File: config.mk
export PLATFORM = sky130hd
export DESIGN_NAME = oneshot_pulse
export DESIGN_NICKNAME = d
export VERILOG_FILES = /design/src/rtl/oneshot_pkg.sv /design/src/rtl/os_sync.sv /design/src/rtl/os_trigger_detect.sv /design/src/rtl/os_pulse_timer.sv /design/src/rtl/oneshot_pulse.sv
export SDC_FILE = /design/constraint.sdc
export NUM_CORES = 1
export LEC_CHECK = 0
export BUFFER_PORTS_ARGS = -buffer_cell sky130_fd_sc_hd__buf_2
export CAP_MARGIN = 20
export CORE_AREA = 4 4 59 61
export CTS_CLUSTER_DIAMETER = 40
export CTS_CLUSTER_SIZE = 12
export DETAILED_ROUTE_END_ITERATION = 7
export DIE_AREA = 0 0 63 65
export GPL_TIMING_DRIVEN = 0
export PLACE_DENSITY = 0.85
export SYNTH_ARGS = -nofsm -noshare
export SYNTH_HDL_FRONTEND = slang
export SYNTH_SLANG_ARGS = --single-unit
File: constraint.sdc
create_clock -name clk -period 5.4 [get_ports clk]
set_input_delay 0.81 -clock clk [delete_from_list [all_inputs] [get_ports clk]]
set_output_delay 0.81 -clock clk [all_outputs]
set_load 0.01 [all_outputs]
File: src/rtl/oneshot_pkg.sv
package oneshot_pkg;

  // Effective pulse length: a zero setting still yields one cycle.
  function automatic int unsigned eff_width(input int unsigned w);
    return (w == 0) ? 1 : w;
  endfunction

  // Count loaded at pulse start: cycles remaining after the first one.
  function automatic int unsigned load_count(input int unsigned w);
    return eff_width(w) - 1;
  endfunction

endpackage

File: src/rtl/os_sync.sv
module os_sync #(
  parameter int N       = 3,
  parameter int STAGES  = 2,
  parameter logic [N-1:0] RST_VAL = '0
) (
  input  logic         clk,
  input  logic         rst_n,
  input  logic [N-1:0] d,
  output logic [N-1:0] q
);
  logic [N-1:0] stage [STAGES];

  genvar i;
  generate
    for (i = 0; i < STAGES; i++) begin : g_stage
      always_ff @(posedge clk or negedge rst_n) begin
        if (!rst_n) begin
          stage[i] <= RST_VAL;
        end else if (i == 0) begin
          stage[i] <= d;
        end else begin
          stage[i] <= stage[(i == 0) ? 0 : i - 1];
        end
      end
    end
  endgenerate

  assign q = stage[STAGES-1];
endmodule

File: src/rtl/os_trigger_detect.sv
module os_trigger_detect (
  input  logic clk,
  input  logic rst_n,
  input  logic a_s,     // synchronized active-low trigger
  input  logic b_s,     // synchronized active-high trigger
  input  logic c_s,     // synchronized clear (active low)
  input  logic busy,
  output logic fire_a,
  output logic fire_b,
  output logic fire_c,
  output logic arm,
  output logic start
);
  logic a_p, b_p, c_p;
  logic arm_set;

  // Previous samples; reset to the inactive levels so no edge is seen.
  always_ff @(posedge clk or negedge rst_n) begin
    if (!rst_n) begin
      a_p <= 1'b1;
      b_p <= 1'b0;
      c_p <= 1'b0;
    end else begin
      a_p <= a_s;
      b_p <= b_s;
      c_p <= c_s;
    end
  end

  // Input-edge triggers need the clear released for a full cycle.
  assign fire_a = c_s & c_p & a_p & ~a_s & b_s;
  assign fire_b = c_s & c_p & ~b_p & b_s & ~a_s;
  // Clear-release trigger gated by the conditioning latch.
  assign fire_c = c_s & ~c_p & ~a_s & b_s & arm;

  assign start   = (fire_a | fire_b | fire_c) & ~busy;
  assign arm_set = c_s & (a_s | ~b_s);

  always_ff @(posedge clk or negedge rst_n) begin
    if (!rst_n) begin
      arm <= 1'b0;
    end else if (start) begin
      arm <= 1'b0;
    end else if (arm_set) begin
      arm <= 1'b1;
    end
  end
endmodule

File: src/rtl/os_pulse_timer.sv
module os_pulse_timer #(
  parameter int CW = 16
) (
  input  logic          clk,
  input  logic          rst_n,
  input  logic          clr_s,
  input  logic          start,
  input  logic [CW-1:0] width,
  output logic          q,
  output logic          cnt_zero
);
  logic [CW-1:0] cnt;
  logic [CW-1:0] load_val;

  assign load_val = CW'(oneshot_pkg::load_count(32'(width)));
  assign cnt_zero = (cnt == '0);

  always_ff @(posedge clk or negedge rst_n) begin
    if (!rst_n) begin
      q   <= 1'b0;
      cnt <= '0;
    end else if (!clr_s) begin
      q   <= 1'b0;
      cnt <= '0;
    end else if (start) begin
      q   <= 1'b1;
      cnt <= load_val;
    end else if (q) begin
      if (cnt_zero) begin
        q <= 1'b0;
      end else begin
        cnt <= cnt - 1'b1;
      end
    end
  end
endmodule

File: src/rtl/oneshot_pulse.sv
module oneshot_pulse #(
  parameter int CW          = 16,
  parameter int SYNC_STAGES = 2
) (
  input  logic          clk,
  input  logic          rst_n,
  input  logic          trig_n,
  input  logic          trig_p,
  input  logic          clr_n,
  input  logic [CW-1:0] width,
  output logic          q,
  output logic          q_n
);
  localparam int NSIG = 3;
  // Bit order {clear, trig_p, trig_n}; reset to inactive levels.
  localparam logic [NSIG-1:0] SYNC_RST = 3'b001;

  logic [NSIG-1:0] raw_in, sync_out;
  logic a_s, b_s, clr_s;
  logic fire_a, fire_b, fire_c, arm, start, cnt_zero;

  assign raw_in = {clr_n, trig_p, trig_n};

  os_sync #(.N(NSIG), .STAGES(SYNC_STAGES), .RST_VAL(SYNC_RST)) u_sync (
    .clk(clk), .rst_n(rst_n), .d(raw_in), .q(sync_out)
  );

  assign a_s   = sync_out[0];
  assign b_s   = sync_out[1];
  assign clr_s = sync_out[2];

  os_trigger_detect u_det (
    .clk(clk), .rst_n(rst_n), .a_s(a_s), .b_s(b_s), .c_s(clr_s),
    .busy(q), .fire_a(fire_a), .fire_b(fire_b), .fire_c(fire_c),
    .arm(arm), .start(start)
  );

  os_pulse_timer #(.CW(CW)) u_tmr (
    .clk(clk), .rst_n(rst_n), .clr_s(clr_s), .start(start),
    .width(width), .q(q), .cnt_zero(cnt_zero)
  );

  assign q_n = ~q;
endmodule

# After elaboration in Yosys (flattened, before gate mapping)
# Cells that the tools add are included.
# classes
add_sub_neg,2
n_eq_ne,2
mux,11
bitwise,21
reduce_logical,4
# ops
operator,n
$mux 16,5
$logic_not 16->1,2
$sub 16x1->16 const B,2
$and 1x1->1,13
$mux 1,6
$not 1->1,5
$ne 3x2->1 const B,1
$ne 3x3->1 const B,1
$or 1x1->1,3
$reduce_and 2->1,1
$reduce_bool 2->1,1
# totals
reg_bits,27
inputBits,21
output_inout_bits,2
elab_cells,48

# Logic depth before layout (Yosys ltp)
# Gate-level depths: netlist of run 1.
# logic_depth
ltp_word,9
depth_mapped,13
mapped_depth_nobuf,11

# Modules after synthesis
# From an unflattened synthesis of run 1, not the netlist that was laid out.
# unflattened
hier_cells,211
area_unflattened_um2,1933.1
# by_module_without_submodules
module,n_inst,cells_each,area_per_inst_um2,seq_area_each_um2
os_pulse_timer,1,186,1537.7,425.4
os_trigger_detect,1,15,216.5,101.3
os_sync,1,9,175.2,152.6
oneshot_pulse,1,1,3.8,0.0

# Worst setup path before layout of run 1
# OpenSTA, ideal clock, no wires.
# synth_timing
kind,register to register
from,reg u_tmr.q
to,reg u_tmr.cnt[14]
setup_time_ns,0.100
arrival_ns,3.143
t_required_ns,5.300
setup_slack_ns,2.157
path_stages_with_launch,14
n_path_buf,3
synth_period_minus_slack_ns,3.243
path_cell_list,dfrtp_1 clkbuf_1 and4bb_2 o211ai_1 buf_2 clkbuf_1 mux2i_1 ha_1 or4b_1 nor2_1 nand2_1 o21ai_0 nor2_1 a311oi_1
# synth_between
elab_chain_len,4
word_cells_on_any_way,7
classes_between,eq/ne (2); mux (2); bitwise (2); reduce/logical (1)
# synth_lines
item,line_no,text
"start, declared",os_pulse_timer.sv:9,"output logic q,"
"start signal, assigned",os_pulse_timer.sv:20,q <= 1'b0;
"start signal, assigned",os_pulse_timer.sv:23,q <= 1'b0;
"start signal, assigned",os_pulse_timer.sv:26,q <= 1'b1;
$not 1->1,os_trigger_detect.sv:36,assign start = (fire_a | fire_b | fire_c) & ~busy;
$and 1x1->1,os_trigger_detect.sv:36,
"$ne 3x2->1 (no line), or another cell as far along",--,
$reduce_and 2->1 (no line) / $mux 16 (equally long branches),--,
"end signal, assigned",os_pulse_timer.sv:27,cnt <= load_val;
"end signal, assigned",os_pulse_timer.sv:32,cnt <= cnt - 1'b1;
"end, declared",os_pulse_timer.sv:12,logic [CW-1:0] cnt;
# Parallel ways exist; a longest one is shown, timed or not.
# A chain may end at the register's enable or synchronous reset.

# Worst setup path in the final report of run 1
# Same ends and word-level chain as after synthesis.

==> results of run 1 <==
==> layout by cell type, fill, tap and decap left out, types with 2 or more instances in the layout <==
master    instances
buf_2            25
nand2_1          25
dfrtp_1          24
nor2_1           21
nand3_1          11
a21oi_1          11
or3_1             8
mux2i_1           7
o22ai_1           6
o211ai_1          5
nor3_1            5
or4_1             5
nand2b_1          5
clkbuf_1          4
or4_4             3
nor4_1            3
o21ai_1           3
xor2_1            3
o21ai_0           3
a211oi_1          3
clkbuf_4          3
dfstp_2           3
inv_1             2
buf_4             2
a22oi_1           2
==> per-stage QoR <==
stage / instances / hold WS (ps) / instance area (um2)
final: 258 / 375.1 / 1933
after global routing: 258 / 387.8 / 1933
after CTS: 258 / 381.0 / 1933
after detailed placement: 254 / 344.2 / 1902
after global placement: 254 / 332.6 / 1902
after floorplan: 199 / 331.2 / 1750
==> final cells by class <==
type	count	area (um2)	share of cell area [%]
multi-input combinational	159	1011	52.30
sequential	27	679.4	35.15
clock inverter	1	8.758	0.4531
tap	33	41.29	2.136
inverter	3	11.26	0.5825
buffer	10	48.80	2.524
clock buffer	3	22.52	1.165
timing repair buffer	22	110.1	5.696
==> power groups by stage <==
stage	Sequential [mW]	Clock, mW	Combinational (mW)
finish	0.273	0.0962	0.293
global route	0.279	0.108	0.327
CTS	0.272	0.0988	0.290
detailed placement	0.276	0	0.289
global placement	0.274	0	0.279
floorplan	0.266	0	0.225
==> critical path: cells and delay by family (launching register included) <==
kind	cells	cell delay, ps
muxes	1	260
adders and majority gates	1	330
DFF	1	370
and+or+nand+nor	5	1270
buffers and inverters	3	1040
AOI/OAI and AO/OA	3	580
==> cells in the mapped netlist (4+ instances only) <==
library cell	number	area, um2
a21oi_1	11	55.05
clkbuf_1	4	15.01
dfrtp_1	24	600.6
mux2i_1	7	70.07
nand2_1	25	93.84
nand2b_1	5	31.28
nand3_1	11	55.05
nor2_1	21	78.83
nor3_1	5	25.02
o211ai_1	5	37.54
o22ai_1	6	37.54
or3_1	8	50.05
or4_1	5	37.54
==> kinds of logic after synthesis <==
logic type / after synthesis
flops: 27
fa+ha+maj: 1
simple gates: 98
mux: 8
buf+inv: 13
compound gates: 48
xor+xnor: 4
==> flip-flops by register name (all words and copies together) (netlist names) <==
| name | cells |
|---|---|
| u_sync.stage | 3 |
| u_tmr.cnt | 16 |
| u_sync.q | 3 |
| u_det.arm | 1 |
| u_det.c_p | 1 |
| u_det.a_p | 1 |
| u_det.b_p | 1 |
| u_tmr.q | 1 |
==> metal layers <==
| metal | up-vias | global-route usage [%] |
|---|---|---|
| li1 | 800 | - |
| met1 | 810 | 32.64 |
| met2 | 74 | 41.77 |
| met3 | 11 | 2.946 |
| met4 | 0 | 6.887 |
| met5 | - | 0 |
==> how the worst min path moves through the flow <==
stage                                from           to  slack, ps  depth (start not counted)
after floorplan           u_sync.stage[4]  u_sync.q[1]        330                          0
after global placement    u_sync.stage[4]  u_sync.q[1]        330                          0
final                     u_sync.stage[4]  u_sync.q[1]        380                          0
after detailed placement  u_sync.stage[4]  u_sync.q[1]        340                          0
after global routing      u_sync.stage[3]  u_sync.q[0]        390                          0
after CTS                 u_sync.stage[4]  u_sync.q[1]        380                          0
==> results.py, run 1 <==
metrics = {
    "timing": {
        "period_share_pct": 72.91,
        "drv_slew": 0,
        "rsz0062_at_grt": "no",
        "fmax_mhz": 254.0,
        "setup_tns_ps": 0,
        "setup_violations": 0,
        "finalWorstSetupSlack_ps": 1463,
        "hold_violations": 0,
        "clock-skew-final_ps": 6.019,
        "worst_pin_slew_ps": 601.5,
        "post-route-min-period_ps": 3937,
        "slew-limit-headroom_pct": 59.90,
    },
    "synthesis": {
        "avgSynthCellArea_um2": 8.796,
        "synth_xor_area_share_pct": 2.001,
        "synth_fp_nets": 221,
        "ys_seq_area_share_pct": 38.81,
        "synth_ff_type": "dfrtp_1",
        "ys.warnings.count": 0,
        "synth-async-reset-ratio_pct": 100.0,
        "ys_types": 56,
        "synthMuxAreaShare_pct": 4.646,
        "synth_seq_cells": 27,
        "synth_compound_area_share_pct": 20.01,
        "synth_top_family_by_area": "simple AND/OR/NAND/NOR gates",
        "syn_inst": 199,
        "synthesis.area_um2": 1750,
        "synthSimpleGateAreaFrac_pct": 30.38,
        "synth_fa_ha_area_share_pct": 0.7148,
        "synth-edff-count": 0,
    },
    "route": {
        "drc": 0,
        "drtIter0Drc": 109,
        "postRouteAntennaNets": 0,
        "viasPerCell": 6.570,
        "wl_met1_um": 2062,
        "wl_um": 4607,
        "wl_met3_um": 286,
        "wl_met2_um": 2182,
        "dr.pass1.iters": 4,
        "num_vias": 1695,
        "highest_layer": "met4",
        "post_drt_wl_per_cell_um": 17.86,
    },
    "floorplanning": {
        "core_um2": 2978,
        "dieWidth_um": 63,
        "dieArea_um2": 4095,
        "rows": 20,
        "start_util_pct": 58.78,
        "die_h_um": 65,
        "io-pin-count": 23,
    },
    "layout": {
        "area_growth_pct": 10.44,
        "nFillCells": 279,
        "final_core_util_pct": 64.92,
        "fin_nets": 248,
        "drive_gt1_share_pct": 20.89,
        "num_antenna_cells": 0,
    },
    "power": {
        "p_sw_share_pct": 40.35,
        "p_total_mw": 0.6616,
        "power_frac_clock_pct": 14.5,
        "leakage_nw": 0.8370,
        "intPower_mw": 0.3946,
        "vdd_drop_max_mv": 0.1978,
        "pwr-share-comb_pct": 44.2,
        "p_seq_share_pct": 41.2,
        "power_density_nw_per_um2": 342.2,
        "p_sw_mw": 0.2670,
    },
    "clock_tree": {
        "ctsResizeCount": 0,
        "cts_buffers": 3,
        "cts.clk_slew.worst_paths_ps": 160,
        "cts.path.max_buffers": 2,
        "cts_tree": "built",
        "cts_hold_buffers": 0,
        "worst_skew_pair.late_latency_ps": 330,
        "cts_setup_buffers": 0,
        "cts_root_buffer": "clkbuf_4",
        "clkSinkCount": 27,
        "htreeDepth": 1,
    },
    "worst_setup_path": {
        "start_kind": "flip-flop",
        "cpPeakStageDelay_ps": 530,
        "crit_path_end": "u_tmr.cnt[14]",
        "cp-startpoint": "u_tmr.q",
        "cp_cell_sequence": "clkbuf_1 > and4bb_2 > o211ai_1 > buf_2 > clkbuf_1 > mux2i_1 > ha_1 > or4b_1 > nor2_1 > nand2_1 > o21ai_0 > nor2_1 > a311oi_1",
        "critPathSlowestCell": "or4b_1",
        "r2r_end": "u_tmr.cnt[14]",
        "arrival_ps": 4190,
        "path_max_fanout": 10,
        "r2r_cells": 13,
        "worstPathRequired_ps": 5650,
        "worstSetupPathType": "flip-flop to flip-flop",
        "end_kind": "flip-flop",
        "r2r_slack_ps": 1460,
        "timing.rr.start": "u_tmr.q",
    },
    "run": {
        "maxCapViolCount": 0,
    },
    "grt": {
        "grt_max_degree": 28,
        "grt_pass1_vias": 1664,
        "antenna_found_initial": 0,
        "grt_first_pass_wirelength_um": 7983,
        "track_usage_pct": 24.47,
        "grt_overflow": 0,
    },
    "placed_design": {
        "dp_slack_ps": 1550,
        "gp_congestion": 0.9310,
        "numPortBuffers": 22,
        "place.detailed.hpwl_um": 3421,
    },
    "outcome": {
        "status": "finished, final reports clean",
    },
    "hold_path": {
        "hold_class": "flip-flop to flip-flop",
    },
}
Power figures use the tool's default switching activity.
==> run 2, diff against run 1 <==
- CORE_AREA: 4 4 59 61 -> 4 4 64 66
- DIE_AREA: 0 0 63 65 -> 0 0 68 70
- PLACE_DENSITY: 0.85 -> 0.77
- clock period: 5.4 -> 3.5 ns (I/O delays scaled with it)
==> run 2 against run 1 <==
Global-route usage decreased by 4.2 points; worst hold slack got worse by 210 ps; largest cell class unchanged; clock skew increased by 3.8 ps; critical endpoint unchanged; highest routed layer unchanged.
==> results.py, run 2 (synthesis results as in run 1) <==
metrics = {
    "outcome": {
        "status": "finished, final reports clean",
    },
    "grt": {
        "track_usage_pct": 20.23,
        "grt_first_pass_wirelength_um": 7417,
        "grt_pass1_vias": 1554,
        "antenna_found_initial": 0,
        "grt_max_degree": 28,
        "grt_overflow": 0,
    },
    "timing": {
        "worst_pin_slew_ps": 586.9,
        "worst_hold_slack_ps": 163.0,
        "rsz0062_at_grt": "no",
        "clock-skew-final_ps": 9.861,
        "period_share_pct": 91.77,
        "setup_violations": 0,
        "slew-limit-headroom_pct": 60.87,
        "drv_slew": 0,
        "hold_violations": 0,
        "fmax_mhz": 311.3,
        "post-route-min-period_ps": 3212,
    },
    "layout": {
        "reg_top3": "u_tmr.cnt: 16 flops, u_sync.q: 3 flops, u_sync.stage: 3 flops",
        "largest_register_ff_count": 16,
        "seq_area_um2": 680.7,
        "nFillCells": 340,
        "stdcell_count": 270,
        "num_antenna_cells": 0,
        "multiInputGateArea_um2": 1013,
        "area_growth_pct": 11.22,
        "drive_gt1_share_pct": 22.52,
        "top_register": "u_tmr.cnt",
        "layout_commonest_cell": "nand2_1",
        "fin_nets": 245,
        "final_cell_mix": "25 x nand2_1, 24 x buf_2, 23 x dfrtp_1, 21 x nor2_1",
        "final_core_util_pct": 54.41,
    },
    "clock_tree": {
        "worst_skew_pair.late_latency_ps": 340,
        "cts.path.max_buffers": 2,
        "cts_setup_buffers": 0,
        "cts_tree": "built",
        "htreeDepth": 1,
        "cts.clk_slew.worst_paths_ps": 160,
        "cts_root_buffer": "clkbuf_4",
        "clkSinkCount": 27,
        "cts_hold_buffers": 0,
        "cts_buffers": 3,
    },
    "floorplanning": {
        "dieWidth_um": 68,
        "core_um2": 3578,
        "die_h_um": 70,
        "dieArea_um2": 4760,
        "rows": 22,
        "io-pin-count": 23,
        "start_util_pct": 48.92,
    },
    "hold_path": {
        "hold_class": "input pin to asynchronous set/reset pin",
    },
    "worst_setup_path": {
        "path_max_fanout": 19,
        "cp_cell_sequence": "and4bb_2 > o211ai_1 > buf_4 > mux2i_1 > ha_2 > or4b_1 > nor2_1 > nand2_1 > o21ai_0 > nor2_1 > a311oi_1",
        "start_kind": "flip-flop",
        "crit_top_cell": "nor2_1",
        "cpPeakStageDelay_ps": 560,
        "worstSetupPathType": "flip-flop to flip-flop",
        "arrival_ps": 3460,
        "worstPathRequired_ps": 3750,
        "critPathSlowestCell": "dfstp_2",
        "r2r_cells": 11,
        "end_kind": "flip-flop",
    },
    "route": {
        "drtIter0Drc": 173,
        "dr.pass1.iters": 4,
        "drc": 0,
        "post_drt_wl_per_cell_um": 16.41,
        "wl_um": 4431,
        "postRouteAntennaNets": 0,
        "viasPerCell": 5.981,
        "num_vias": 1615,
    },
    "placed_design": {
        "numPortBuffers": 22,
        "dp.cells": 269,
        "place.detailed.hpwl_um": 3294,
        "gp_congestion": 0.8893,
    },
    "power": {
        "vdd_drop_max_mv": 0.1974,
        "power_density_nw_per_um2": 523.4,
        "leakage_nw": 0.8247,
    },
    "run": {
        "maxCapViolCount": 0,
    },
}
[run 2: cell types whose count changed in the layout (fill, tap and decap cells not counted)]
cell	previous run	this run
dfrtp_2	0	1
ha_1	1	0
o211a_1	1	0
dfrtp_1	24	23
clkbuf_1	4	1
ha_2	0	1
o211a_2	0	1
buf_2	25	24
buf_4	2	3
[run 2: power by group]
part | total, mW | internal (mW) | switching (mW)
sequential | 0.425 | 0.362 | 0.0622
clock | 0.149 | 0.0468 | 0.102
combinational | 0.445 | 0.200 | 0.245
total | 1.02 | 0.610 | 0.409
[run 2: final cells by class]
cell class,count,area share (%)
Multi-Input combinational cell,159,52.06
Buffer,7,2.057
Sequential cell,27,34.96
Tap cell,48,3.085
Timing Repair Buffer,22,5.656
Clock buffer,3,1.157
Inverter,3,0.5784
Clock inverter,1,0.4499
[run 2: critical path, delay by kind of cell, from the launching register on]
family	cells	cell delay, ps
muxes	1	230
adders and majority gates	1	270
and+or+nand+nor	5	1150
DFF	1	560
AOI/OAI and AO/OA	3	600
buffers and inverters	1	300
[run 2: final timing paths]
check	slack (ps)	end	from
min in group clk	270	u_sync.stage[3]	trig_n
min reg2reg	370	u_sync.q[0]	u_sync.stage[3]
max reg2reg	290	u_tmr.cnt[14]	u_sync.q[0]
max	290	u_tmr.cnt[14]	u_sync.q[0]
max in group asynchronous	2920	u_tmr.q	rst_n
min	160	u_tmr.cnt[0]	rst_n
[run 2: stage by stage]
step | setup TNS [ps] | area [um2] | worst slack [ps] | total power [mW]
floorplan | 0 | 1750 | 257.2 | 0.7573
global placement | -665.5 | 1921 | -329.0 | 0.8556
detailed placement | -801.2 | 1921 | -344.3 | 0.8691
CTS | 0 | 1947 | 29.46 | 1.018
global route | 0 | 1947 | 57.57 | 1.090
finish | 0 | 1947 | 288.0 | 1.019
[run 2: timing repair]
item | in CTS | in global routing
cloned | 0 | 0
setup endpoints to repair | 4 | 3
gates resized for setup | 1 | 3
[run 2: layer usage]
layer  global-route usage (%)  wire [um]  vias up
li1                         -          -      796
met4                    7.726         58        0
met5                        0          0        -
met3                    2.251        203        7
met2                    31.26       2129       52
met1                    28.53       2039      760
